[src/rtl/dtmf_steer_pkg.sv]
package dtmf_steer_pkg;

    typedef enum logic [2:0] {
        ST_IDLE,
        ST_PRESENT_WAIT,
        ST_SETTLE,
        ST_HELD,
        ST_ABSENT_WAIT
    } steer_state_t;

    typedef logic [3:0] digit_code_t;

    localparam int ROW_W      = 2;
    localparam int COL_W      = 2;
    localparam int LETTER_COL = 3;

endpackage

[src/rtl/dtmf_code_map.sv]
module dtmf_code_map
    import dtmf_steer_pkg::*;
(
    input  logic [ROW_W-1:0] row,
    input  logic [COL_W-1:0] col,
    output digit_code_t      code,
    output logic             is_letter
);

    localparam logic [ROW_W-1:0] SYMBOL_ROW = ROW_W'(3);

    always_comb begin
        is_letter = (col == COL_W'(LETTER_COL));
        code      = 4'b0000;
        if (is_letter) begin
            // 1101 upward, the last row wraps to 0000
            code = 4'(4'd13 + {2'b00, row});
        end else if (row != SYMBOL_ROW) begin
            code = 4'({2'b00, row} * 4'd3 + {2'b00, col} + 4'd1);
        end else begin
            unique case (col)
                2'd0:    code = 4'b1011;
                2'd1:    code = 4'b1010;
                default: code = 4'b1100;
            endcase
        end
    end

endmodule

[src/rtl/dtmf_guard_timer.sv]
module dtmf_guard_timer #(
    parameter int PRESCALE = 4,
    parameter int LIMIT    = 4
) (
    input  logic clk,
    input  logic rst_n,
    input  logic run,
    output logic expire
);

    localparam int PW = (PRESCALE > 1) ? $clog2(PRESCALE) : 1;
    localparam int TW = (LIMIT > 1) ? $clog2(LIMIT) : 1;
    localparam logic [PW-1:0] PRE_LAST  = PW'(PRESCALE - 1);
    localparam logic [TW-1:0] TICK_LAST = TW'(LIMIT - 1);

    logic [PW-1:0] pre_q;
    logic [TW-1:0] tk_q;
    logic          tick;

    assign tick   = (pre_q == PRE_LAST);
    assign expire = run && tick && (tk_q == TICK_LAST);

    always_ff @(posedge clk or negedge rst_n) begin
        if (!rst_n) begin
            pre_q <= '0;
            tk_q  <= '0;
        end else if (!run || expire) begin
            pre_q <= '0;
            tk_q  <= '0;
        end else if (tick) begin
            pre_q <= '0;
            tk_q  <= tk_q + 1'b1;
        end else begin
            pre_q <= pre_q + 1'b1;
        end
    end


    tick_range_chk: assert property (@(posedge clk) disable iff (!rst_n)
        run |-> (tk_q <= TICK_LAST));


    restart_chk: assert property (@(posedge clk) disable iff (!rst_n)
        !$past(run) |-> (pre_q == '0 && tk_q == '0));

endmodule

[src/rtl/dtmf_steer_fsm.sv]
module dtmf_steer_fsm
    import dtmf_steer_pkg::*;
(
    input  logic         clk,
    input  logic         rst_n,
    input  logic         qual,
    input  logic         present_exp,
    input  logic         settle_exp,
    input  logic         absent_exp,
    output steer_state_t state,
    output logic         run_present,
    output logic         run_settle,
    output logic         run_absent,
    output logic         load_code,
    output logic         delayed
);

    steer_state_t state_q, state_d;

    always_ff @(posedge clk or negedge rst_n) begin
        if (!rst_n) state_q <= ST_IDLE;
        else        state_q <= state_d;
    end

    always_comb begin
        state_d     = state_q;
        run_present = 1'b0;
        run_settle  = 1'b0;
        run_absent  = 1'b0;
        load_code   = 1'b0;
        delayed     = 1'b0;
        unique case (state_q)
            ST_IDLE: begin
                run_present = qual;
                if (qual && present_exp) begin
                    load_code = 1'b1;
                    state_d   = ST_SETTLE;
                end else if (qual) begin
                    state_d = ST_PRESENT_WAIT;
                end
            end
            ST_PRESENT_WAIT: begin
                run_present = qual;
                if (!qual) begin
                    state_d = ST_IDLE;
                end else if (present_exp) begin
                    load_code = 1'b1;
                    state_d   = ST_SETTLE;
                end
            end
            ST_SETTLE: begin
                run_settle = 1'b1;
                if (settle_exp) state_d = ST_HELD;
            end
            ST_HELD: begin
                delayed    = 1'b1;
                run_absent = !qual;
                if (!qual && absent_exp) state_d = ST_IDLE;
                else if (!qual)          state_d = ST_ABSENT_WAIT;
            end
            ST_ABSENT_WAIT: begin
                delayed    = 1'b1;
                run_absent = !qual;
                if (qual)            state_d = ST_HELD;
                else if (absent_exp) state_d = ST_IDLE;
            end
            default: state_d = ST_IDLE;
        endcase
    end

    assign state = state_q;


    idle_entry_chk: assert property (@(posedge clk) disable iff (!rst_n)
        (state_q == ST_PRESENT_WAIT) |-> ($past(state_q) inside {ST_IDLE, ST_PRESENT_WAIT}));

endmodule

[src/rtl/dtmf_steer_ctrl.sv]
module dtmf_steer_ctrl
    import dtmf_steer_pkg::*;
#(
    parameter int CLKS_PER_TICK = 200000,
    parameter int PRESENT_TICKS = 30,
    parameter int ABSENT_TICKS  = 30,
    parameter int SETTLE_CYCLES = 800
) (
    input  logic             clk,
    input  logic             rst_n,
    input  logic             early_flag,
    input  logic [ROW_W-1:0] tone_row,
    input  logic [COL_W-1:0] tone_col,
    input  logic             inhibit_letters,
    input  logic             out_enable,
    output logic [3:0]       digit_q,
    output logic             digit_drive,
    output logic             steer_delayed
);

    digit_code_t  mapped_code;
    digit_code_t  latch_q;
    logic         is_letter;
    logic         qual;
    logic         run_present, run_settle, run_absent;
    logic         present_exp, settle_exp, absent_exp;
    logic         load_code;
    steer_state_t state_q;

    dtmf_code_map u_map (
        .row       (tone_row),
        .col       (tone_col),
        .code      (mapped_code),
        .is_letter (is_letter)
    );

    assign qual = early_flag && !(inhibit_letters && is_letter);

    dtmf_guard_timer #(.PRESCALE(CLKS_PER_TICK), .LIMIT(PRESENT_TICKS)) u_present (
        .clk (clk), .rst_n (rst_n), .run (run_present), .expire (present_exp)
    );

    dtmf_guard_timer #(.PRESCALE(1), .LIMIT(SETTLE_CYCLES)) u_settle (
        .clk (clk), .rst_n (rst_n), .run (run_settle), .expire (settle_exp)
    );

    dtmf_guard_timer #(.PRESCALE(CLKS_PER_TICK), .LIMIT(ABSENT_TICKS)) u_absent (
        .clk (clk), .rst_n (rst_n), .run (run_absent), .expire (absent_exp)
    );

    dtmf_steer_fsm u_fsm (
        .clk         (clk),
        .rst_n       (rst_n),
        .qual        (qual),
        .present_exp (present_exp),
        .settle_exp  (settle_exp),
        .absent_exp  (absent_exp),
        .state       (state_q),
        .run_present (run_present),
        .run_settle  (run_settle),
        .run_absent  (run_absent),
        .load_code   (load_code),
        .delayed     (steer_delayed)
    );

    always_ff @(posedge clk or negedge rst_n) begin
        if (!rst_n)         latch_q <= '0;
        else if (load_code) latch_q <= mapped_code;
    end

    assign digit_q     = out_enable ? latch_q : 4'b0000;
    assign digit_drive = out_enable;


    latch_update_chk: assert property (@(posedge clk) disable iff (!rst_n)
        !$stable(latch_q) |-> (state_q == ST_SETTLE));


    flag_rise_chk: assert property (@(posedge clk) disable iff (!rst_n)
        $rose(steer_delayed) |-> ($past(state_q) == ST_SETTLE));


    held_latch_chk: assert property (@(posedge clk) disable iff (!rst_n)
        (steer_delayed && $past(steer_delayed)) |-> $stable(latch_q));


    flag_fall_chk: assert property (@(posedge clk) disable iff (!rst_n)
        $fell(steer_delayed) |-> !$past(qual));


    register_qual_chk: assert property (@(posedge clk) disable iff (!rst_n)
        (state_q == ST_SETTLE && $past(state_q) != ST_SETTLE) |-> $past(early_flag));


    inhibit_block_chk: assert property (@(posedge clk) disable iff (!rst_n)
        (state_q == ST_SETTLE && $past(state_q) != ST_SETTLE)
            |-> !($past(inhibit_letters) && $past(is_letter)));

endmodule

[config.mk]
export PLATFORM = sky130hd
export DESIGN_NAME = dtmf_steer_ctrl
export DESIGN_NICKNAME = d
export VERILOG_FILES = /design/src/rtl/dtmf_steer_pkg.sv /design/src/rtl/dtmf_code_map.sv /design/src/rtl/dtmf_guard_timer.sv /design/src/rtl/dtmf_steer_fsm.sv /design/src/rtl/dtmf_steer_ctrl.sv
export SDC_FILE = /design/constraint.sdc
export NUM_CORES = 1
export LEC_CHECK = 0
export ABC_AREA = 1
export CAP_MARGIN = 20
export CORE_UTILIZATION = 56
export DETAILED_ROUTE_END_ITERATION = 6
export HOLD_SLACK_MARGIN = 0.06
export PLACE_DENSITY = 0.75
export SETUP_SLACK_MARGIN = 0.2
export SYNTH_ARGS = -nofsm -noshare
export SYNTH_HDL_FRONTEND = slang
export SYNTH_SLANG_ARGS = --single-unit
[constraint.sdc]
create_clock -name clk -period 2.5 [get_ports clk]
set_input_delay 0.5 -clock clk [delete_from_list [all_inputs] [get_ports clk]]
set_output_delay 0.5 -clock clk [all_outputs]
set_load 0.01 [all_outputs]
* Word-level counts from Yosys, hierarchy flattened
Cells that the tools add are included.
** Storage, ports and cells
- Logic and storage cells :: 96
- Output and inout bits :: 6
- Register bits after elaboration :: 64
- Input port bits :: 9
** Cells by class
- Bitwise gates (word level) :: 1
- Multiplexer cells :: 34
- Eq/ne operators :: 18
- Add/sub/neg operators :: 9
- Reductions and logical operators :: 25
- Multipliers :: 1
** Operators with widths (number)
- 18-bit 2-to-1 mux :: 4
- 18-bit by 1-bit adder with 18-bit output (second input constant) :: 2
- 18-bit equality test (second input constant) :: 2
- 3-bit 2-to-1 mux :: 9
- 10-bit 2-to-1 mux :: 2
- 5-bit 2-to-1 mux :: 4
- 3-bit case mux with 5 select lines :: 1
- 4-bit 2-to-1 mux :: 3
- 10-bit by 1-bit adder with 10-bit output (second input constant) :: 1
- 5-bit by 1-bit adder with 5-bit output (second input constant) :: 2
- 10-bit equality test (second input constant) :: 1
- 5-bit equality test (second input constant) :: 2
- 1-bit logical AND :: 10
- 1-bit 2-to-1 mux :: 9
- 3-bit by 2-bit equality test with 1-bit output (second input constant) :: 2
- 2-bit inequality test (second input constant) :: 3
- 3-bit inequality test (second input constant) :: 2
- 3-bit case mux with 2 select lines :: 1
- 1-bit logical NOT :: 5
- 5-bit AND reduction :: 1
- 3-bit by 3-bit adder with 4-bit output (first input constant) :: 1
- 4-bit by 1-bit adder with 4-bit output (second input constant) :: 1
- 4-bit by 2-bit adder with 4-bit output :: 1
- 2-bit by 2-bit multiplier with 4-bit output (second input constant) :: 1
- other kinds (14) :: 18

* Depth between registers and ports, before layout
- Depth in word-level cells :: 11
- Mapped depth :: 11
- Gate-level depth less buffers :: 10

* Hierarchy
A second synthesis with hierarchy kept.
** Unflattened totals
- Cell total of the unflattened synthesis :: 532
- Area, all modules :: 4022.6 sq um
** By module, submodules not included
- dtmf_guard_timer (u_absent ...) :: cells each 173, sequential area each 575.6 sq um, times used 2, area an instance 1336.3 sq um
- dtmf_guard_timer (u_settle) :: cells each 65, sequential area each 250.2 sq um, times used 1, area an instance 526.8 sq um
- dtmf_steer_fsm :: cells each 59, sequential area each 75.1 sq um, times used 1, area an instance 409.1 sq um
- dtmf_code_map :: cells each 34, sequential area each 0.0 sq um, times used 1, area an instance 219.0 sq um
- dtmf_steer_ctrl :: cells each 28, sequential area each 100.1 sq um, times used 1, area an instance 195.2 sq um

* Least setup slack after synthesis
No wires, ideal clock.
- Path type :: in2reg
- From :: input port tone_row[0]
- To :: register latch_q[2]
- Data required time :: 2.380 ns
- Path buffers :: 0
- Path slack :: 0.417 ns
- Stages on the path :: 7
- Setup time :: 0.120 ns
- Data arrival time :: 1.963 ns
- Path through :: fa_1 > fa_1 > nor2_1 > o21ai_0 > a31o_2 > o21ai_0 > inv_1
** On the way
- Cells in the longest elaborated chain, start to end :: 5
- Elaborated cells between the ends (all ways) :: 7
- Those cells by class :: 3 x add/sub; 1 x mul; 1 x eq/ne; 2 x mux
** RTL lines
- start: declaration :: line dtmf_steer_ctrl.sv:12 : input logic [ROW_W-1:0] tone_row,
- 2-bit by 2-bit multiplier with 4-bit output :: line dtmf_code_map.sv:19 : code = 4'({2'b00, row} * 4'd3 + {2'b00, col} + 4'd1);
- 4-bit by 2-bit adder with 4-bit output :: line dtmf_code_map.sv:19
- 4-bit by 1-bit adder with 4-bit output :: line dtmf_code_map.sv:19
- 4-bit 2-to-1 mux :: line dtmf_code_map.sv:18 : end else if (row != SYMBOL_ROW) begin
- 4-bit 2-to-1 mux * :: line dtmf_code_map.sv:15 : if (is_letter) begin
- end signal: assignment :: line dtmf_steer_ctrl.sv:68 : else if (load_code) latch_q <= mapped_code;
- end: declaration :: line dtmf_steer_ctrl.sv:22 : digit_code_t latch_q;
Mark *: on every way between the ends. The rest lies on a longest branch, timed or not.
A chain may end at the register's enable or synchronous reset.

* Final worst setup path
- From :: input port out_enable
- To :: output port digit_q[1]
** On the way
- Cells in the longest elaborated chain, start to end :: 1
** RTL lines
- start: declaration :: line dtmf_steer_ctrl.sv:15 : input logic out_enable,
- 4-bit 2-to-1 mux :: line dtmf_steer_ctrl.sv:71 : assign digit_q = out_enable ? latch_q : 4'b0000;
- end: declaration :: line dtmf_steer_ctrl.sv:16 : output logic [3:0] digit_q,
Every way passes these cells.

==> run summary <==
The run finished with clean final reports. The master cell of the clock root buffer is clkbuf_8. Setup repair after global routing left no endpoint under its margin.

The worst pin sits at a relative slew slack of ~60%. Multiplexer cells account for less than 1% of the synthesized area. The count of hold-fix buffers inserted at cts came out at 0. The number of port buffers is 14. The category of the worst setup path capture point is an output pin. The first routing iteration left 210 violations.

15 I/O pins were placed. The basic-gate share of the synthesized area counting and, or, nand and nor cells came out at 32.4%. In the final design database the tool counted 522 nets. The clock tree skew after final layout is between 10 and 15 ps. The endpoint required time on the critical path is 2000 ps. The maximum frequency from static timing analysis is roughly 460 MHz. The fraction of post-synthesis cell area in the top cell type by area is between 40% and 50%. The effective utilization at floorplan came out at between 50% and 60%.

The placed instance area came out at 3890 um^2. Counting every instance in the synthesized netlist gives 471. The share of the Yosys chip area taken by registers is between 40% and 50%. The count of nets left with antenna violations once routing finished came out at 0.

The average instance in the mapped netlist occupies just under 8 um^2. Leaving out fill and tap cells, the most frequent cell in the layout is nand2_1. For this run, the total global-route usage over all layers was measured as 22.8%. The post-layout instance count excluding filler cells came out at just under 600. The via-per-instance ratio came out at between 5 and 6.

The half-perimeter wire length after detailed placement is a little under 5 mm. Traced cell by cell, the critical path runs through clkdlybuf4s50_1, nand2_1, inv_1, clkdlybuf4s50_1. The maximum net fanout on the critical path came out at 5. Summing the areas of all xor and xnor instances in the mapped netlist gives between 5 and 6% of the synthesized area. The number of warning messages in the yosys log came out at 0. After synthesis, the largest family of logic cells by area is simple AND/OR/NAND/NOR gates. The number of cells in the design after placement came out at ~560. The full die area is just under 7000 um^2. The area growth from synthesis to layout is 13.5%. The number of global-route vias before repair is between 2000 and 3000. The die span in y came out at just over 80 um. The number of antenna violations at the first check in global routing came to 0. The worst min-delay path class is primary input to async pin. The fraction of the core area covered by cells at the end of the flow is 67.6%. On the critical path, the stage with the largest delay is an instance of clkdlybuf4s50_1. The cell accounting for the most synthesized area is dfrtp_1. The number of synthesized register bits came out at 63. The die boundary width came out at between 80 and 90 um.

At the pin with the least slew margin, the transition time is between 600 and 700 ps. The peak ir drop on the vdd network is 0.453 mV. The number of vias after detailed routing came out at between 2000 and 3000.

Cells with a size suffix above 1 make up under 10% of the layout. The latest clock arrival within the worst-skew pair is between 300 and 400 ps. Clock tree synthesis inserted a total of 9 buffers. Sorting the synthesized cells by area gives the leading types as dfrtp_1 43%, nand2_1 11%, nor2_1 9.2%. The design area came out at between 4000 and 5000 um^2. The mapped cell area is about 3600 um^2.

The post-CTS clock slew at the launch and capture registers of the worst setup and hold paths is 80 ps. The minimum clock period is roughly 2200 ps. The endpoint arrival time on the critical path came out at around 1700 ps. In the final routed layout, each cell accounts on average for between 10 and 15 um. The detailed-route DRC error count is 0. The top cell types in the final layout, fill and taps aside, are 103 x nand2_1, 88 x nor2_1, 63 x dfrtp_1, 62 x inv_1, 41 x nand3_1.

Routability-driven placement finished with a final weighted congestion of roughly 0.84. The part of the cycle the worst path needs came out at between 80% and 90%. The maximum clock insertion buffer count is 2. The floorplan has 28 rows. The analysis attributes to cell leakage a power of 1.98 nW. The class of the most critical setup path is primary input to output pin. The max-cap check violation count came out at 0. The adder-cell share of the synthesized area came out at 4.89%. The placeable core area came out at a little over 6000 um^2.

The worst setup path is launched from a primary input. The final layout contains routed wiring with a total length of between 6 and 7 mm. Synthesis produced a netlist with a net count of between 400 and 500. The antenna diode count is 0. The final-report setup violation count is 0. The power density relative to cell area came out at 614 nW/um^2. Counting the fill cells in the layout gives 501. The first TritonRoute pass finished after 4 iterations.

The CTS tree is yes. The level count of the clock H-tree is 3. The compound-gate portion of the synthesized area came out at 6.00%.

The wire length of the first global-routing pass came out at ~12 mm. The max-slew violation total from the final report came out at 0. The most numerous cell on the critical path is clkdlybuf4s50_1.

The number of distinct library cells after synthesis is 38. The longest individual stage delay on the worst path came out at approximately 530 ps. The worst register-to-register path has a depth of 9. The total overflow reported by the global router is 0.

The number of sinks on the clock net came out at 63. Entering global routing, the biggest net connects 39 pins. The final hold violation count is 0.
critical path: cells and delay by family:
| family | cells | cell delay (ps) |
|---|---|---|
| buffers and inverters | 3 | 1120 |
| and+or+nand+nor | 1 | 60 |
kinds of logic (layout without fill, tap and decap cells):
kind of cell / Yosys count / in the layout
adders and majority gates: 13 / 13
and+or+nand+nor: 265 / 265
xor gates and xnor gates: 21 / 21
DFF: 63 / 63
muxes: 1 / 1
buffers and inverters: 71 / 105
AOI/OAI and AO/OA: 37 / 37
stage by stage:
step                setup TNS [ps]  power (mW)  hold WS, ps  worst slack (ps)
finish                           0        2.53          161               321
global route                     0        2.69          208               212
CTS                              0        2.55          175               212
detailed placement            -147        1.63          455              -147
global placement              -106        1.61          449              -106
floorplan                        0        1.47          204               417
final timing paths:
kind	from	slack (ps)	to
setup / recovery	out_enable	320	digit_q[1]
hold / removal	rst_n	160	u_absent.tk_q[3]
setup reg to reg	u_present.pre_q[0]	690	u_present.tk_q[1]
hold reg to reg	u_settle.tk_q[0]	470	u_settle.tk_q[0]
max in group asynchronous	rst_n	1720	u_fsm.state[0]
min in group clk	u_settle.tk_q[0]	470	u_settle.tk_q[0]
final cells by class:
type                       instances  area [um^2]  area share (%)
sequential                        63         1580            38.3
multi-input combinational        337         1770            43.0
timing repair buffer              23          223            5.41
tap                               75         93.8            2.28
clock inverter                     6         70.1            1.70
inverter                          66          248            6.01
clock buffer                      10          138            3.34
metal layers:
layer  up-vias  GRT usage [%]  wire length, um
met5         -              0                0
met4         0           11.6              135
met3        13           4.73              222
met2        49           38.4             3200
met1      1373           27.8             3280
li1       1548              -                -
flip-flops by register name (all words and copies together), names as in the netlist:
name	count
u_absent.pre_q	18
u_present.pre_q	18
u_settle.tk_q	10
u_absent.tk_q	5
u_present.tk_q	5
latch_q	4
u_fsm.state	3
synth_stat cells:
cell type / number
nand2_4: 1
buf_2: 2
nor2_2: 4
inv_1: 62
o21ai_0: 11
nand2_1: 103
a21oi_1: 15
nor2_1: 89
o21ai_1: 1
xnor2_1: 4
dfrtp_1: 63
nor3_2: 1
mux2i_1: 1
nor3_1: 11
o21a_1: 2
nand3_1: 41
nand4_1: 6
nor3b_1: 1
nand2_2: 1
inv_2: 4
fa_1: 2
a21oi_2: 2
nand3_4: 1
nor3b_2: 1
o221ai_1: 1
ha_1: 11
a31o_2: 1
xor2_1: 17
o211a_1: 1
nand2b_1: 1
nand2b_4: 1
nor2_4: 1
nand3b_4: 1
buf_8: 1
o21bai_1: 2
a211oi_1: 1
buf_4: 2
nor3_4: 1
power by group:
part / switching, mW / total, mW / internal [mW]
clock: 0.423 / 0.913 / 0.490
combinational: 0.310 / 0.488 / 0.178
sequential: 0.0545 / 1.13 / 1.07
total: 0.787 / 2.53 / 1.74
timing repair:
action / CTS / global route
buffers inserted: 0 / 1
setup endpoints to repair: 0 / 1
gates resized for setup: 0 / 5
Note: power is estimated with default switching activity, not from simulation.
